**config.mk**
```make
export PLATFORM = sky130hd
export DESIGN_NAME = i2c_bus_rescue
export DESIGN_NICKNAME = d
export VERILOG_FILES = /design/src/rtl/i2c_rescue_pkg.sv /design/src/rtl/rescue_us_tick.sv /design/src/rtl/rescue_us_timer.sv /design/src/rtl/rescue_fsm.sv /design/src/rtl/i2c_bus_rescue.sv
export SDC_FILE = /design/constraint.sdc
export NUM_CORES = 1
export LEC_CHECK = 0
export BUFFER_PORTS_ARGS = -buffer_cell sky130_fd_sc_hd__clkbuf_2
export CAP_MARGIN = 20
export CORE_ASPECT_RATIO = 1.5
export CORE_MARGIN = 5
export CORE_UTILIZATION = 47
export DETAILED_ROUTE_END_ITERATION = 8
export SLEW_MARGIN = 30
export SYNTH_ARGS = -nofsm -noshare
export SYNTH_HDL_FRONTEND = slang
export SYNTH_SLANG_ARGS = --single-unit
```
**constraint.sdc**
```tcl
create_clock -name clk -period 1.4 [get_ports clk]
set_input_delay 0.07 -clock clk [delete_from_list [all_inputs] [get_ports clk]]
set_output_delay 0.07 -clock clk [all_outputs]
set_load 0.02 [all_outputs]
```
**src/rtl/i2c_rescue_pkg.sv**
```systemverilog
package i2c_rescue_pkg;

  typedef enum logic [3:0] {
    RS_IDLE,
    RS_WATCH,
    RS_PCHK,
    RS_PLO,
    RS_PHI,
    RS_STP_SCL,
    RS_STP_SDA,
    RS_STP_RSCL,
    RS_STP_RSDA
  } rescue_state_t;

endpackage

```
**src/rtl/rescue_us_tick.sv**
```systemverilog
module rescue_us_tick #(
  parameter int CYC_PER_US = 4
) (
  input  logic clk,
  input  logic rst_n,
  output logic tick_o
);

  generate
    if (CYC_PER_US > 1) begin : g_div
      localparam int CW = $clog2(CYC_PER_US);
      localparam logic [CW-1:0] LAST = CW'(CYC_PER_US - 1);
      logic [CW-1:0] cnt_q;
      logic [CW-1:0] cnt_n;

      always_comb begin
        if (cnt_q == LAST) cnt_n = '0;
        else               cnt_n = cnt_q + 1'b1;
      end

      always_ff @(posedge clk or negedge rst_n) begin
        if (!rst_n) cnt_q <= '0;
        else        cnt_q <= cnt_n;
      end

      assign tick_o = (cnt_q == LAST);
    end else begin : g_nodiv
      assign tick_o = 1'b1;
    end
  endgenerate

endmodule

```
**src/rtl/rescue_us_timer.sv**
```systemverilog
module rescue_us_timer #(
  parameter int TW = 11
) (
  input  logic          clk,
  input  logic          rst_n,
  input  logic          tick_i,
  input  logic          load_i,
  input  logic [TW-1:0] val_i,
  output logic          zero_o
);

  logic [TW-1:0] cnt_q;
  logic [TW-1:0] cnt_n;
  logic          cnt_en;

  // load wins over a coincident tick
  assign cnt_en = load_i | (tick_i & (cnt_q != '0));

  always_comb begin
    if (load_i) cnt_n = val_i;
    else        cnt_n = cnt_q - 1'b1;
  end

  always_ff @(posedge clk or negedge rst_n) begin
    if (!rst_n)      cnt_q <= '0;
    else if (cnt_en) cnt_q <= cnt_n;
  end

  assign zero_o = (cnt_q == '0);

endmodule

```
**src/rtl/rescue_fsm.sv**
```systemverilog
module rescue_fsm
  import i2c_rescue_pkg::*;
#(
  parameter int MAX_PULSES = 10,
  parameter int WATCH_US   = 1024,
  parameter int STEP_US    = 10,
  parameter int TW         = 11
) (
  input  logic          clk,
  input  logic          rst_n,
  input  logic          start_i,
  input  logic          sda_i,
  input  logic          scl_i,
  input  logic          tmr_zero_i,
  output logic          tmr_load_o,
  output logic [TW-1:0] tmr_val_o,
  output logic          sda_oe_o,
  output logic          scl_oe_o,
  output logic          busy_o,
  output logic          done_o,
  output logic          pass_o
);

  localparam int PW = $clog2(MAX_PULSES + 1);
  localparam logic [PW-1:0] PC_MAX   = PW'(MAX_PULSES);
  localparam logic [TW-1:0] T_WATCH  = TW'(WATCH_US);
  localparam logic [TW-1:0] T_STEP   = TW'(STEP_US);

  rescue_state_t st_q, st_n;
  logic [PW-1:0] pc_q, pc_n;
  logic          done_q, done_n;
  logic          pass_q, pass_n;
  logic          sda_oe_q, sda_oe_n;
  logic          scl_oe_q, scl_oe_n;
  logic          bus_idle;

  assign bus_idle = sda_i & scl_i;

  always_comb begin
    st_n       = st_q;
    pc_n       = pc_q;
    done_n     = 1'b0;
    pass_n     = pass_q;
    tmr_load_o = 1'b0;
    tmr_val_o  = T_STEP;
    unique case (st_q)
      RS_IDLE: begin
        if (start_i) begin
          if (bus_idle) begin
            done_n = 1'b1;
            pass_n = 1'b1;
          end else begin
            pass_n     = 1'b0;
            pc_n       = '0;
            st_n       = RS_WATCH;
            tmr_load_o = 1'b1;
            tmr_val_o  = T_WATCH;
          end
        end
      end
      RS_WATCH: begin
        if (!scl_i) begin
          st_n   = RS_IDLE;
          done_n = 1'b1;
          pass_n = 1'b0;
        end else if (tmr_zero_i) begin
          st_n = RS_PCHK;
        end
      end
      RS_PCHK: begin
        if (!sda_i && (pc_q < PC_MAX)) begin
          st_n       = RS_PLO;
          pc_n       = pc_q + 1'b1;
          tmr_load_o = 1'b1;
        end else if (bus_idle) begin
          st_n       = RS_STP_SCL;
          tmr_load_o = 1'b1;
        end else begin
          st_n   = RS_IDLE;
          done_n = 1'b1;
          pass_n = 1'b0;
        end
      end
      RS_PLO: begin
        if (tmr_zero_i) begin
          st_n       = RS_PHI;
          tmr_load_o = 1'b1;
        end
      end
      RS_PHI: begin
        if (tmr_zero_i) st_n = RS_PCHK;
      end
      RS_STP_SCL: begin
        if (tmr_zero_i) begin
          st_n       = RS_STP_SDA;
          tmr_load_o = 1'b1;
        end
      end
      RS_STP_SDA: begin
        if (tmr_zero_i) begin
          st_n       = RS_STP_RSCL;
          tmr_load_o = 1'b1;
        end
      end
      RS_STP_RSCL: begin
        if (tmr_zero_i) begin
          st_n       = RS_STP_RSDA;
          tmr_load_o = 1'b1;
        end
      end
      RS_STP_RSDA: begin
        if (tmr_zero_i) begin
          st_n   = RS_IDLE;
          done_n = 1'b1;
          pass_n = bus_idle;
        end
      end
      default: begin
        st_n = RS_IDLE;
      end
    endcase
  end

  // line enables decoded from the next state, then registered
  always_comb begin
    scl_oe_n = (st_n == RS_PLO) || (st_n == RS_STP_SCL) || (st_n == RS_STP_SDA);
    sda_oe_n = (st_n == RS_STP_SDA) || (st_n == RS_STP_RSCL);
  end

  always_ff @(posedge clk or negedge rst_n) begin
    if (!rst_n) begin
      st_q     <= RS_IDLE;
      pc_q     <= '0;
      done_q   <= 1'b0;
      pass_q   <= 1'b0;
      sda_oe_q <= 1'b0;
      scl_oe_q <= 1'b0;
    end else begin
      st_q     <= st_n;
      pc_q     <= pc_n;
      done_q   <= done_n;
      pass_q   <= pass_n;
      sda_oe_q <= sda_oe_n;
      scl_oe_q <= scl_oe_n;
    end
  end

  assign sda_oe_o = sda_oe_q;
  assign scl_oe_o = scl_oe_q;
  assign busy_o   = (st_q != RS_IDLE);
  assign done_o   = done_q;
  assign pass_o   = pass_q;

endmodule

```
**src/rtl/i2c_bus_rescue.sv**
```systemverilog
module i2c_bus_rescue #(
  parameter int CYC_PER_US = 4,
  parameter int WATCH_US   = 1024,
  parameter int STEP_US    = 10,
  parameter int MAX_PULSES = 10
) (
  input  logic clk,
  input  logic rst_n,
  input  logic start_i,
  input  logic sda_i,
  input  logic scl_i,
  output logic sda_oe_o,
  output logic scl_oe_o,
  output logic busy_o,
  output logic done_o,
  output logic pass_o
);

  localparam int T_MAX = (WATCH_US > STEP_US) ? WATCH_US : STEP_US;
  localparam int TW    = $clog2(T_MAX + 1);

  logic [1:0]    rst_sync_q;
  logic          rst_int_n;
  logic          us_tick;
  logic          tmr_load;
  logic [TW-1:0] tmr_val;
  logic          tmr_zero;

  // asynchronous assert, synchronous release
  always_ff @(posedge clk or negedge rst_n) begin
    if (!rst_n) rst_sync_q <= 2'b00;
    else        rst_sync_q <= {rst_sync_q[0], 1'b1};
  end
  assign rst_int_n = rst_sync_q[1];

  rescue_us_tick #(
    .CYC_PER_US (CYC_PER_US)
  ) u_tick (
    .clk    (clk),
    .rst_n  (rst_int_n),
    .tick_o (us_tick)
  );

  rescue_us_timer #(
    .TW (TW)
  ) u_timer (
    .clk    (clk),
    .rst_n  (rst_int_n),
    .tick_i (us_tick),
    .load_i (tmr_load),
    .val_i  (tmr_val),
    .zero_o (tmr_zero)
  );

  rescue_fsm #(
    .MAX_PULSES (MAX_PULSES),
    .WATCH_US   (WATCH_US),
    .STEP_US    (STEP_US),
    .TW         (TW)
  ) u_fsm (
    .clk        (clk),
    .rst_n      (rst_int_n),
    .start_i    (start_i),
    .sda_i      (sda_i),
    .scl_i      (scl_i),
    .tmr_zero_i (tmr_zero),
    .tmr_load_o (tmr_load),
    .tmr_val_o  (tmr_val),
    .sda_oe_o   (sda_oe_o),
    .scl_oe_o   (scl_oe_o),
    .busy_o     (busy_o),
    .done_o     (done_o),
    .pass_o     (pass_o)
  );

endmodule

```
==> summary.md, run 1 <==
| Metric | Value |
|---|---|
| Post-synth top area share | `between 40 and 50%` |
| TritonCTS buffer count | `3` |
| Outcome | `finished with violations` |
| Clock Pin Slew Worst Setup and Hold Paths | `90 ps` |
| Number of instances in the synthesized netlist | `161` |
| Combinational family with the most area after synthesis | `simple AND/OR/NAND/NOR gates` |
| Area share of fa/ha/maj cells after synthesis | `2.50%` |
| R2R depth | `6` |
| Fin crit share | `149%` |
| IO buf count | `9` |
| Crit path max-delay family | `simple AND/OR/NAND/NOR gates` |
| Placeable Area | `3130 um2` |
| Mapped cell area | `1500 um2` |
| Number of max-cap violations | `0` |
| FF+latch count, synth | `27` |
| Met2 demand-to-capacity share in global routing | `between 30% and 40%` |
| Setup slack of the worst register-to-register path | `-690 ps` |
| Nature of the critical path startpoint | `register` |
| I/O pin total | `10` |
| Reg-to-reg endpoint | `u_fsm.scl_oe_o` |
| Grt met1 use | `about a fifth` |
| Global-route layer with the greatest usage | `met2` |
| Sinks on Clock Net | `27` |
| Sequential-to-total area share from yosys stat | `44.9%` |
| Leftover overflow at the end of global routing | `0` |
| Setup skew after layout | `4.92 ps` |
| Time the final worst path needs with I/O delays and setup | `2090 ps` |
| Post-route ant nets | `0` |
| Critical-path cell list | `nor4_4 -> nand4b_1 -> mux2_4 -> a2bb2oi_2 -> or4b_1 -> o21ai_1` |
| Worst IR drop on VDD | `0.608 mV` |
| Final std cell area, no fill | `approximately 2300 um2` |
| Fraction of registers with async set or reset after synthesis | `100%` |
| RR Startpoint | `u_timer.cnt_q[7]` |
| Final setup margin | `-691 ps` |
| Number of fill cells in the layout | `222` |
| Number of global-route vias before repair | `1,521` |
| DP Worst Slack | `-661 ps` |
| Global-route wire length before repair | `6610 um` |
| Die area | `4450 um2` |
| Clock latency of the later-clocked register in the worst-skew pair | `270 ps` |
| Synthesized net count | `169` |
| Yosys top cell by area | `dfrtp_1` |
| Drt first-iter violations | `29` |
| Biggest cell delay along the critical path | `440 ps` |
| Starting density of the core | `48.1%` |
| Final hold violation count | `0` |
| Cell Pwr Density | `902 nW/um2` |
| Routed len/inst | `16.4 um` |
| # nets final | `235` |
| Initial antenna violation count | `0` |
| Vias after detailed routing | `1,469` |
| CTS tree | `yes` |
| Prevailing post-synth register cell | `dfrtp_1` |
| Register area | `677 um2` |
| Crit Path Class | `register to register` |
| Static Leak | `0.00100 uW` |
| Synth warnings | `0` |
| Synthesized-area fraction occupied by ao, oa, aoi and oai cells | `12.8%` |
| Critical path endpoint category | `register` |
| Maximum number of pins on one net before global-route repair | `26` |
| Multiplexer share of the synthesized area | `2.91%` |
| Fraction of layout cells with a size suffix above 1 | `roughly 51%` |
| Data arrival at the endpoint of the critical path | `2290 ps` |
| Buffers & Inverters on Critical Path | `0` |
| Inserted Diodes | `0` |
| Overall Global Routing Usage | `18.7%` |
| Count of final setup violators | `22` |
| Min-Delay Path Class | `primary input to async pin` |
| Number of max-slew violations in the final report | `0` |
| Total Wirelength | `approximately 4400 um` |
| Average cell area after synthesis | `9.34 um2` |
| Growth of design area from synthesis to finish | `55.1%` |
| Library cells used by synthesis | `between 40 and 50` |
| Maximum achievable frequency | `478 MHz` |
| Unrepaired setup endpoints after global routing | `yes` |
| Area of the multi-input gates | `~1000 um2` |
| Number of vias per cell | `5.52` |
| Die X | `56.2 um` |
| Synth Area in XOR/XNOR | `6.41%` |
| Commonest cells in the synthesized netlist | `27 x dfrtp_1, 23 x nor2_1, 16 x nand2_1` |
| Maximum level of the CTS H-tree | `1` |
| Post-route total power | `roughly 2100 uW` |
| Number of iterations in the first detailed-routing pass | `4` |
| CP max-delay cell | `or4b_1` |
| Required time of the critical path | `approximately 1600 ps` |
| Highest fanout seen on the critical path | `3` |
| Violated checks | `negative setup slack` |
| Share of synthesized cell area in and, or, nand and nor gates | `25.5%` |
| Buffer levels on the longest clock path | `2` |
| Post-DP HPWL | `about 2800 um` |
| Weighted congestion reported at the end of routability-driven placement | `0.855` |
| Setup TNS after final layout | `-8210 ps` |
| Most area-consuming cells after synthesis | `dfrtp_1 45%, nor2_1 5.7%, nand2_1 4.0%, o21ai_0 3.7%, xnor2_1 3.5%` |
| Cell Area, Placed | `1900 um2` |
| Number of design rule violations left after detail routing | `0` |
| Most common cell in the synthesized netlist | `dfrtp_1` |
| Buffer type at the clock tree root | `clkbuf_8` |
| Post-synth EDFFs | `0` |
| Vertical die dimension | `79.3 um` |
| Met3 Use GR | `1.79%` |
| Number of rows created at floorplan | `25` |
cell families (layout without fill, tap and decap cells):
| kind of cell | count (synthesis) | after routing |
|---|---|---|
| AOI/OAI and AO/OA | 30 | 30 |
| xor gates and xnor gates | 11 | 11 |
| adders and majority gates | 3 | 3 |
| buffers and inverters | 14 | 79 |
| DFF | 27 | 27 |
| muxes | 4 | 4 |
| other | 1 | 1 |
| and+or+nand+nor | 71 | 71 |
layout make-up:
cell class / count / area share [%]
Inverter: 7 / 1.13
Sequential cell: 27 / 29.0
Timing Repair Buffer: 68 / 24.0
Clock buffer: 4 / 1.93
Multi-Input combinational cell: 120 / 41.8
Tap cell: 40 / 2.15
sequential cells by signal, indices dropped and copies added (netlist names):
name and count:
u_timer.cnt_q 11, u_fsm.pc_q 4, u_fsm.st_q 4, rst_sync_q 2
u_tick.g_div.cnt_q 2, u_fsm.done_o 1, u_fsm.pass_o 1, u_fsm.scl_oe_o 1
u_fsm.sda_oe_o 1
routing by layer:
metal  wire length [um]  part of all wire, %
met5                  0                    0
met4                133                  3.0
met3                101                  2.3
met2               2520                   58
met1               1620                   37
what timing repair did:
action | in CTS | in global routing
endpoints found under the setup margin | 22 | 24
hold endpoints to repair | 2 | 0
gates cloned | 0 | 1
buffers inserted | 5 | 13
hold buffers | 1 | 0
pin swaps | 12 | 24
resized for setup | 23 | 48
per-stage QoR:
| step | hold slack, ps | utilization, % | cells |
|---|---|---|---|
| floorplan | -226 | - | 161 |
| global route | 114 | 74.6 | 266 |
| CTS | 99.9 | 65.6 | 254 |
| global placement | -145 | 60.9 | 245 |
| finish | 100 | 74.6 | 266 |
| detailed placement | -141 | 60.9 | 245 |
power by group:
group / switching, uW / total (uW) / internal [uW]
combinational: 310 / 649 / 339
clock: 240 / 444 / 204
sequential: 117 / 1010 / 893
worst max-delay path by stage:
| stage | start | endpoint | slack (ps) | depth (start not counted) |
|---|---|---|---|---|
| floorplan | u_timer.cnt_q[8] | u_fsm.scl_oe_o | -530 | 7 |
| finish | u_timer.cnt_q[7] | u_fsm.scl_oe_o | -690 | 6 |
| global placement | u_timer.cnt_q[4] | u_fsm.scl_oe_o | -600 | 6 |
| global route | u_timer.cnt_q[7] | u_fsm.scl_oe_o | -850 | 6 |
| detailed placement | u_timer.cnt_q[10] | u_fsm.scl_oe_o | -660 | 6 |
| CTS | u_timer.cnt_q[7] | u_fsm.scl_oe_o | -620 | 6 |
layout by cell type, fill, tap and decap left out, types with 2 or more instances in the layout:
master,count
nand2_1,12
nand3_1,5
o21ai_1,5
nor4_4,3
buf_6,15
buf_4,42
clkbuf_8,3
nor3_1,3
nor2_4,5
dfrtp_1,26
o21ai_2,2
nand4b_1,2
ha_2,2
nor2_1,16
xnor2_1,4
nand2_2,3
o32ai_1,2
nor2b_1,2
a21oi_1,3
inv_2,2
mux2_2,2
xnor2_2,2
xor2_1,5
o21ai_0,4
nor3_2,2
nor3_4,2
nor2_2,2
a21oi_2,2
inv_1,5
clkbuf_2,8
No activity file was read; power rests on OpenSTA's default activity.
==> run 2, diff against run 1 <==
--- a/config.mk
+++ b/config.mk
@@ -9,8 +9,9 @@
 export CAP_MARGIN = 20
 export CORE_ASPECT_RATIO = 1.5
 export CORE_MARGIN = 5
-export CORE_UTILIZATION = 47
+export CORE_UTILIZATION = 50
 export DETAILED_ROUTE_END_ITERATION = 8
+export PLACE_DENSITY = 0.68
 export SLEW_MARGIN = 30
 export SYNTH_ARGS = -nofsm -noshare
 export SYNTH_HDL_FRONTEND = slang
==> summary.md, run 2 (synthesized netlist as in run 1, its figures left out) <==
| Metric | Value |
|---|---|
| Outcome | `finished with violations (unchanged)` |
| Violated checks | `negative setup slack (unchanged)` |
| Number of flip-flops under the largest register name | `11 (unchanged)` |
| R2R depth | `6 (unchanged)` |
| Unrepaired setup endpoints after global routing | `yes (unchanged)` |
| Growth of design area from synthesis to finish | `59.7% (was 55.1%)` |
| Placeable Area | `2910 um2 (was 3130 um2)` |
| Setup skew after layout | `7.35 ps (was 4.92 ps)` |
| Reg-to-reg endpoint | `u_fsm.scl_oe_o (unchanged)` |
| CTS tree | `yes (unchanged)` |
| Number of vias per cell | `5.71 (was 5.52)` |
| Vias after detailed routing | `1,583 (was 1,469)` |
| Post-route ant nets | `0 (unchanged)` |
| Number of rows created at floorplan | `24 (was 25)` |
| Critical path endpoint category | `register (unchanged)` |
| Maximum level of the CTS H-tree | `1 (unchanged)` |
| Commonest cells after routing, fill and taps aside | `52 x buf_4, 26 x dfrtp_1, 17 x nor2_1 (was 42 x buf_4, 26 x dfrtp_1, 16 x nor2_1)` |
| I/O pin total | `10 (unchanged)` |
| Initial antenna violation count | `0 (unchanged)` |
| Most flops, register | `u_timer.cnt_q (unchanged)` |
| Weighted congestion reported at the end of routability-driven placement | `0.842 (was 0.855)` |
| Die area | `4230 um2 (was 4450 um2)` |
| Fraction of layout cells with a size suffix above 1 | `53.4% (was 50.9%)` |
| Data arrival at the endpoint of the critical path | `2340 ps (was 2290 ps)` |
| Buffers & Inverters on Critical Path | `0 (unchanged)` |
| Clock Pin Slew Worst Setup and Hold Paths | `90 ps (about the same)` |
| Static Leak | `0.00106 uW (was 0.00100 uW)` |
| Global-route wire length before repair | `7330 um (was 6610 um)` |
| RR Startpoint | `u_timer.cnt_q[4] (was u_timer.cnt_q[7])` |
| Vertical die dimension | `77.2 um (was 79.3 um)` |
| Registers with the highest flip-flop counts | `u_timer.cnt_q: 11 flops, u_fsm.pc_q: 4 flops, u_fsm.st_q: 4 flops (unchanged)` |
| Setup slack of the worst register-to-register path | `-740 ps (was -690 ps)` |
| Leftover overflow at the end of global routing | `0 (unchanged)` |
| Number of fill cells in the layout | `172 (was 222)` |
| Biggest cell delay along the critical path | `510 ps (was 440 ps)` |
| Drt first-iter violations | `72 (was 29)` |
| Crit Path Class | `register to register (unchanged)` |
| Required time of the critical path | `1600 ps (about the same)` |
| Fraction of the core area covered by cells at the end of the flow | `82.5% (was 74.6%)` |
| Final setup margin | `-737 ps (was -691 ps)` |
| Post-DP HPWL | `2730 um (was 2830 um)` |
| Buffer levels on the longest clock path | `2 (unchanged)` |
| Setup TNS after final layout | `-10,850 ps (was -8210 ps)` |
| Crit path max-delay family | `simple AND/OR/NAND/NOR gates (unchanged)` |
| CP max-delay cell | `or4b_1 (unchanged)` |
| Number of max-cap violations | `0 (unchanged)` |
| Cell Pwr Density | `855 nW/um2 (was 902 nW/um2)` |
| Number of iterations in the first detailed-routing pass | `4 (unchanged)` |
| DP Worst Slack | `-656 ps (was -661 ps)` |
| Maximum achievable frequency | `468 MHz (was 478 MHz)` |
| Count of final setup violators | `22 (unchanged)` |
| Cell Area, Placed | `1980 um2 (was 1900 um2)` |
| Routed len/inst | `17.2 um (was 16.4 um)` |
| Final std cell area, no fill | `2400 um2 (was 2330 um2)` |
| Sinks on Clock Net | `27 (unchanged)` |
| Time the final worst path needs with I/O delays and setup | `2140 ps (was 2090 ps)` |
| Most frequent standard cell in the layout excluding fill and tap cells | `buf_4 (unchanged)` |
| TritonCTS buffer count | `3 (unchanged)` |
| # nets final | `247 (was 235)` |
| Buffer type at the clock tree root | `clkbuf_8 (unchanged)` |
| Starting density of the core | `51.6% (was 48.1%)` |
| IO buf count | `9 (unchanged)` |
| Clock latency of the later-clocked register in the worst-skew pair | `280 ps (was 270 ps)` |
| Fin crit share | `153% (was 149%)` |
| Critical-path cell list | `nor4_4 -> and4b_1 -> mux2i_1 -> and3_4 -> or4b_1 -> o21ai_1 (was nor4_4 -> nand4b_1 -> mux2_4 -> a2bb2oi_2 -> or4b_1 -> o21ai_1)` |
| Number of max-slew violations in the final report | `0 (unchanged)` |
| Inserted Diodes | `0 (unchanged)` |
| Highest fanout seen on the critical path | `4 (was 3)` |
| Number of global-route vias before repair | `1,688 (was 1,521)` |
| Die X | `54.8 um (was 56.2 um)` |
| Maximum number of pins on one net before global-route repair | `26 (unchanged)` |
| Nature of the critical path startpoint | `register (unchanged)` |
| Overall Global Routing Usage | `23.4% (was 18.7%)` |
| Worst IR drop on VDD | `0.797 mV (was 0.608 mV)` |
| Final hold violation count | `0 (unchanged)` |
| Total Wirelength | `4760 um (was 4370 um)` |
| Number of design rule violations left after detail routing | `0 (unchanged)` |
| Min-Delay Path Class | `primary input to async pin (unchanged)` |
| Number of stages on the worst setup path | `6 (unchanged)` |
==> run 2: per-stage QoR <==
stage / power, uW / hold WS, ps / std cells
after detailed placement: 1530 / -142 / 253
after global routing: 2160 / 103 / 277
after CTS: 2010 / 95.6 / 276
after floorplan: 1260 / -226 / 161
final: 2050 / 97.8 / 277
after global placement: 1500 / -143 / 253
==> run 2: worst max path at each step <==
stage | start | to | slack, ps
finish | u_timer.cnt_q[4] | u_fsm.scl_oe_o | -740
global placement | u_timer.cnt_q[4] | u_fsm.scl_oe_o | -590
global route | u_timer.cnt_q[4] | u_fsm.scl_oe_o | -830
CTS | u_timer.cnt_q[3] | u_timer.cnt_q[10] | -660
detailed placement | u_timer.cnt_q[4] | u_timer.cnt_q[10] | -660
floorplan | u_timer.cnt_q[8] | u_fsm.scl_oe_o | -530
==> run 2: what timing repair did <==
item                                   4_1_cts  5_1_grt
resized for setup                           44       22
endpoints found under the hold margin        2        0
setup endpoints to repair                   22       24
pin swaps                                   23        7
setup buffers                               18        3
cloned                                       1        0
hold buffers                                 1        0
==> run 2: area by class of cell <==
class,count,area (um2),share of cell area (%)
multi-input combinational,120,945,39.3
sequential,27,677,28.2
tap,39,48.8,2.03
inverter,7,26.3,1.09
timing repair buffer,80,661,27.5
clock buffer,4,45.0,1.88
==> run 2: where the power goes <==
group | internal [uW] | switching, uW
clock | 205 | 248
combinational | 303 | 285
sequential | 893 | 120
total | 1400 | 654
==> run 2: routing by layer <==
layer / track usage (%) / vias up / part of all wire, %
li1: - / 720 / -
met1: 25.2 / 781 / 37
met2: 39.8 / 55 / 53
met3: 3.49 / 27 / 3.8
met4: 15.0 / 0 / 6.7
met5: 0 / - / 0
==> run 3, diff against run 2 <==
--- a/config.mk
+++ b/config.mk
@@ -11,8 +11,9 @@
 export CORE_MARGIN = 5
 export CORE_UTILIZATION = 50
 export DETAILED_ROUTE_END_ITERATION = 8
-export PLACE_DENSITY = 0.68
+export PLACE_DENSITY = 0.67
 export SLEW_MARGIN = 30
 export SYNTH_ARGS = -nofsm -noshare
 export SYNTH_HDL_FRONTEND = slang
+export SYNTH_HIERARCHICAL = 1
 export SYNTH_SLANG_ARGS = --single-unit
==> summary.md, run 3 <==
| Metric | Value |
|---|---|
| Worst Hold Margin | `100 ps (was 97.8 ps)` |
| Number of rows created at floorplan | `26 (was 24)` |
| I/O pin total | `10 (unchanged)` |
| Synthesized-area fraction occupied by ao, oa, aoi and oai cells | `21.8% (was 12.8%)` |
| Count of final setup violators | `24 (was 22)` |
| Die X | `59.2 um (was 54.8 um)` |
| Number of iterations in the first detailed-routing pass | `5 (was 4)` |
| Critical path endpoint category | `register (unchanged)` |
| Number of instances in the synthesized netlist | `195 (was 161)` |
| IO buf count | `9 (unchanged)` |
| Commonest cells after routing, fill and taps aside | `56 x buf_4, 24 x dfrtp_1, 17 x buf_6 (was 52 x buf_4, 26 x dfrtp_1, 17 x nor2_1)` |
| Clock Pin Slew Worst Setup and Hold Paths | `100 ps (was 90 ps)` |
| Number of global-route vias before repair | `1,827 (was 1,688)` |
| Vertical die dimension | `83.8 um (was 77.2 um)` |
| Setup skew after layout | `7.94 ps (was 7.35 ps)` |
| Most frequent standard cell in the layout excluding fill and tap cells | `buf_4 (unchanged)` |
| Post-route total power | `1320 uW (was 2050 uW)` |
| Buffer levels on the longest clock path | `2 (unchanged)` |
| Routed len/inst | `17.3 um (was 17.2 um)` |
| Worst IR drop on VDD | `0.534 mV (was 0.797 mV)` |
| Leftover overflow at the end of global routing | `0 (unchanged)` |
| Overall Global Routing Usage | `20.8% (was 23.4%)` |
| Highest fanout seen on the critical path | `5 (was 4)` |
| Post-route ant nets | `0 (unchanged)` |
| FF+latch count, synth | `27 (unchanged)` |
| Clock latency of the later-clocked register in the worst-skew pair | `280 ps (about the same)` |
| Total instance count after detailed placement | `285 (was 253)` |
| Worst slew margin relative to its limit | `~65%` |
| Total Wirelength | `5480 um (was 4760 um)` |
| Placeable Area | `3450 um2 (was 2910 um2)` |
| CTS tree | `yes (unchanged)` |
| Unrepaired setup endpoints after global routing | `yes (unchanged)` |
| Maximum achievable frequency | `492 MHz (was 468 MHz)` |
| Registers with the highest flip-flop counts | `u_timer/cnt_q: 11 flops, u_fsm/pc_q: 4 flops, u_fsm/st_q: 4 flops (was u_timer.cnt_q: 11 flops, u_fsm.pc_q: 4 flops, u_fsm.st_q: 4 flops)` |
| Min-Delay Path Class | `primary input to async pin (unchanged)` |
| Post-synth EDFFs | `0 (unchanged)` |
| Critical-path cell list | `inv_2 -> ha_4 -> nor2b_4 -> nand4_1 -> buf_6 -> clkinvlp_4 -> a31oi_1 -> o21ai_0 -> a211oi_2 -> a211oi_2 (was nor4_4 -> and4b_1 -> mux2i_1 -> and3_4 -> or4b_1 -> o21ai_1)` |
| Most flops, register | `u_timer/cnt_q (was u_timer.cnt_q)` |
| Maximum level of the CTS H-tree | `1 (unchanged)` |
| Die area | `4960 um2 (was 4230 um2)` |
| Prevailing post-synth register cell | `dfrtp_1 (unchanged)` |
| Non-filler cells, final | `316 (was 277)` |
| Number of flip-flops under the largest register name | `11 (unchanged)` |
| Drt first-iter violations | `74 (was 72)` |
| Static Leak | `0.00124 uW (was 0.00106 uW)` |
| Number of max-cap violations | `0 (unchanged)` |
| TritonCTS buffer count | `3 (unchanged)` |
| Nature of the critical path startpoint | `register (unchanged)` |
| Mapped cell area | `1820 um2 (was 1500 um2)` |
| Buffer type at the clock tree root | `clkbuf_8 (unchanged)` |
| Fin crit share | `145% (was 153%)` |
| Final setup margin | `-634 ps (was -737 ps)` |
| Final hold violation count | `0 (unchanged)` |
| Commonest cells in the synthesized netlist | `27 x dfrtp_1, 17 x nor2_1, 14 x nand2_1 (was 27 x dfrtp_1, 23 x nor2_1, 16 x nand2_1)` |
| Measured slew at the worst slew-check pin | `517 ps` |
| Vias after detailed routing | `1,813 (was 1,583)` |
| Multiplexer share of the synthesized area | `1.72% (was 2.91%)` |
| Violated checks | `negative setup slack (unchanged)` |
| DP Worst Slack | `-560 ps (was -656 ps)` |
| Data arrival at the endpoint of the critical path | `2190 ps (was 2340 ps)` |
| Cell Pwr Density | `477 nW/um2 (was 855 nW/um2)` |
| Combinational family with the most area after synthesis | `simple AND/OR/NAND/NOR gates (unchanged)` |
| Inserted Diodes | `0 (unchanged)` |
| Synth warnings | `6 (was 0)` |
| Weighted congestion reported at the end of routability-driven placement | `0.905 (was 0.842)` |
| Number of max-slew violations in the final report | `0 (unchanged)` |
| Library cells used by synthesis | `62 (was 46)` |
| Sequential-to-total area share from yosys stat | `37.2% (was 44.9%)` |
| # nets final | `283 (was 247)` |
| Number of vias per cell | `5.74 (was 5.71)` |
| Sinks on Clock Net | `27 (unchanged)` |
| Number of design rule violations left after detail routing | `0 (unchanged)` |
| Growth of design area from synthesis to finish | `52.7% (was 59.7%)` |
| Most area-consuming cells after synthesis | `dfrtp_1 37%, buf_4 3.7%, buf_6 3.7%, a21oi_1 3.6%, nor2_1 3.5% (was dfrtp_1 45%, nor2_1 5.7%, nand2_1 4.0%, o21ai_0 3.7%, xnor2_1 3.5%)` |
| Starting density of the core | `52.7% (was 51.6%)` |
| Post-synth top area share | `37.2% (was 44.9%)` |
| Most common cell in the synthesized netlist | `dfrtp_1 (unchanged)` |
| Crit Path Class | `register to register (unchanged)` |
| CP max-delay cell | `dfrtp_1 (was or4b_1)` |
| Synth Area in XOR/XNOR | `0.964% (was 6.41%)` |
| Outcome | `finished with violations (unchanged)` |
| Yosys top cell by area | `dfrtp_1 (unchanged)` |
| Post-DP HPWL | `3320 um (was 2730 um)` |
| Area share of fa/ha/maj cells after synthesis | `2.62% (was 2.50%)` |
| Average cell area after synthesis | `9.32 um2 (was 9.34 um2)` |
| Fraction of layout cells with a size suffix above 1 | `56.6% (was 53.4%)` |
| Initial antenna violation count | `0 (unchanged)` |
| Fraction of the core area covered by cells at the end of the flow | `80.4% (was 82.5%)` |
| Global-route wire length before repair | `8160 um (was 7330 um)` |
| Maximum number of pins on one net before global-route repair | `26 (unchanged)` |
| Fraction of registers with async set or reset after synthesis | `100% (unchanged)` |
| Biggest cell delay along the critical path | `410 ps (was 510 ps)` |
| Most repeated library cell on the critical path | `a211oi_2` |
| Share of synthesized cell area in and, or, nand and nor gates | `24.2% (was 25.5%)` |
| Time the final worst path needs with I/O delays and setup | `2030 ps (was 2140 ps)` |
| Required time of the critical path | `1560 ps (was 1600 ps)` |
## run 3: cells by family after synthesis
group                      count (synthesis)
AOI/OAI and AO/OA                         52
xor gates and xnor gates                   2
adders and majority gates                  4
buffers and inverters                     32
DFF                                       27
muxes                                      3
other                                      2
and+or+nand+nor                           73
## run 3: layout make-up
class / instances / area [um2]
clock buffers: 3 / 41.3
clock inverters: 1 / 5.00
fillers: 209 / 674
inverters: 13 / 56.3
multi-input cells: 144 / 1230
flip-flops and latches: 27 / 679
well taps: 42 / 52.6
repair buffers: 85 / 697
repair inverters: 1 / 7.51
## run 3: metrics by stage
stage                     setup TNS, ps  instance area, um2
after floorplan                   -7270                1910
after CTS                         -6840                2490
after global routing             -10330                2770
final                             -8670                2770
after global placement            -6740                2210
after detailed placement          -7510                2210
## run 3: report_power, final
group / switching (uW) / internal [uW] / total (uW)
clock: 260 / 200 / 460
sequential: 2.92 / 785 / 788
combinational: 49.1 / 26.5 / 75.6
total: 312 / 1010 / 1320
## run 3: worst max-delay path: cells and delay by family, from the launching register on
kind,cells,cell delay [ps]
compound gates,4,750
flops,1,410
buf+inv,3,370
fa+ha+maj,1,150
simple gates,2,230
## run 3: worst paths after layout
| kind | depth (start not counted) | start | to | slack, ps |
|---|---|---|---|---|
| max | 10 | u_timer/cnt_q[0] | u_fsm/scl_oe_o | -630 |
| min | 2 | rst_n | rst_sync_q[1] | 100 |
| max reg2reg | 10 | u_timer/cnt_q[0] | u_fsm/scl_oe_o | -630 |
| min reg2reg | 1 | rst_sync_q[1] | u_timer/cnt_q[6] | 230 |
| max in group asynchronous | 1 | rst_sync_q[1] | u_fsm/st_q[2] | 900 |
| min in group clk | 4 | sda_i | u_fsm/pc_q[3] | 300 |
## run 3: per-layer routing
layer  wire (um)  global-route usage (%)  share of wire, %  up-vias
li1            -                       -                 -      841
met3         154                    2.48               2.8       26
met2        2980                    38.0                54       59
met4         233                    7.22               4.3        0
met5           0                       0                 0        -
met1        2100                    23.6                38      887
## run 3: what timing repair did
action / 4_1_cts / 5_1_grt
gates cloned: 1 / 1
setup endpoints to repair: 24 / 24
resized for setup: 35 / 45
pin swaps: 18 / 18
endpoints found under the hold margin: 2 / 0
buffers inserted: 14 / 16
hold buffers: 1 / 0
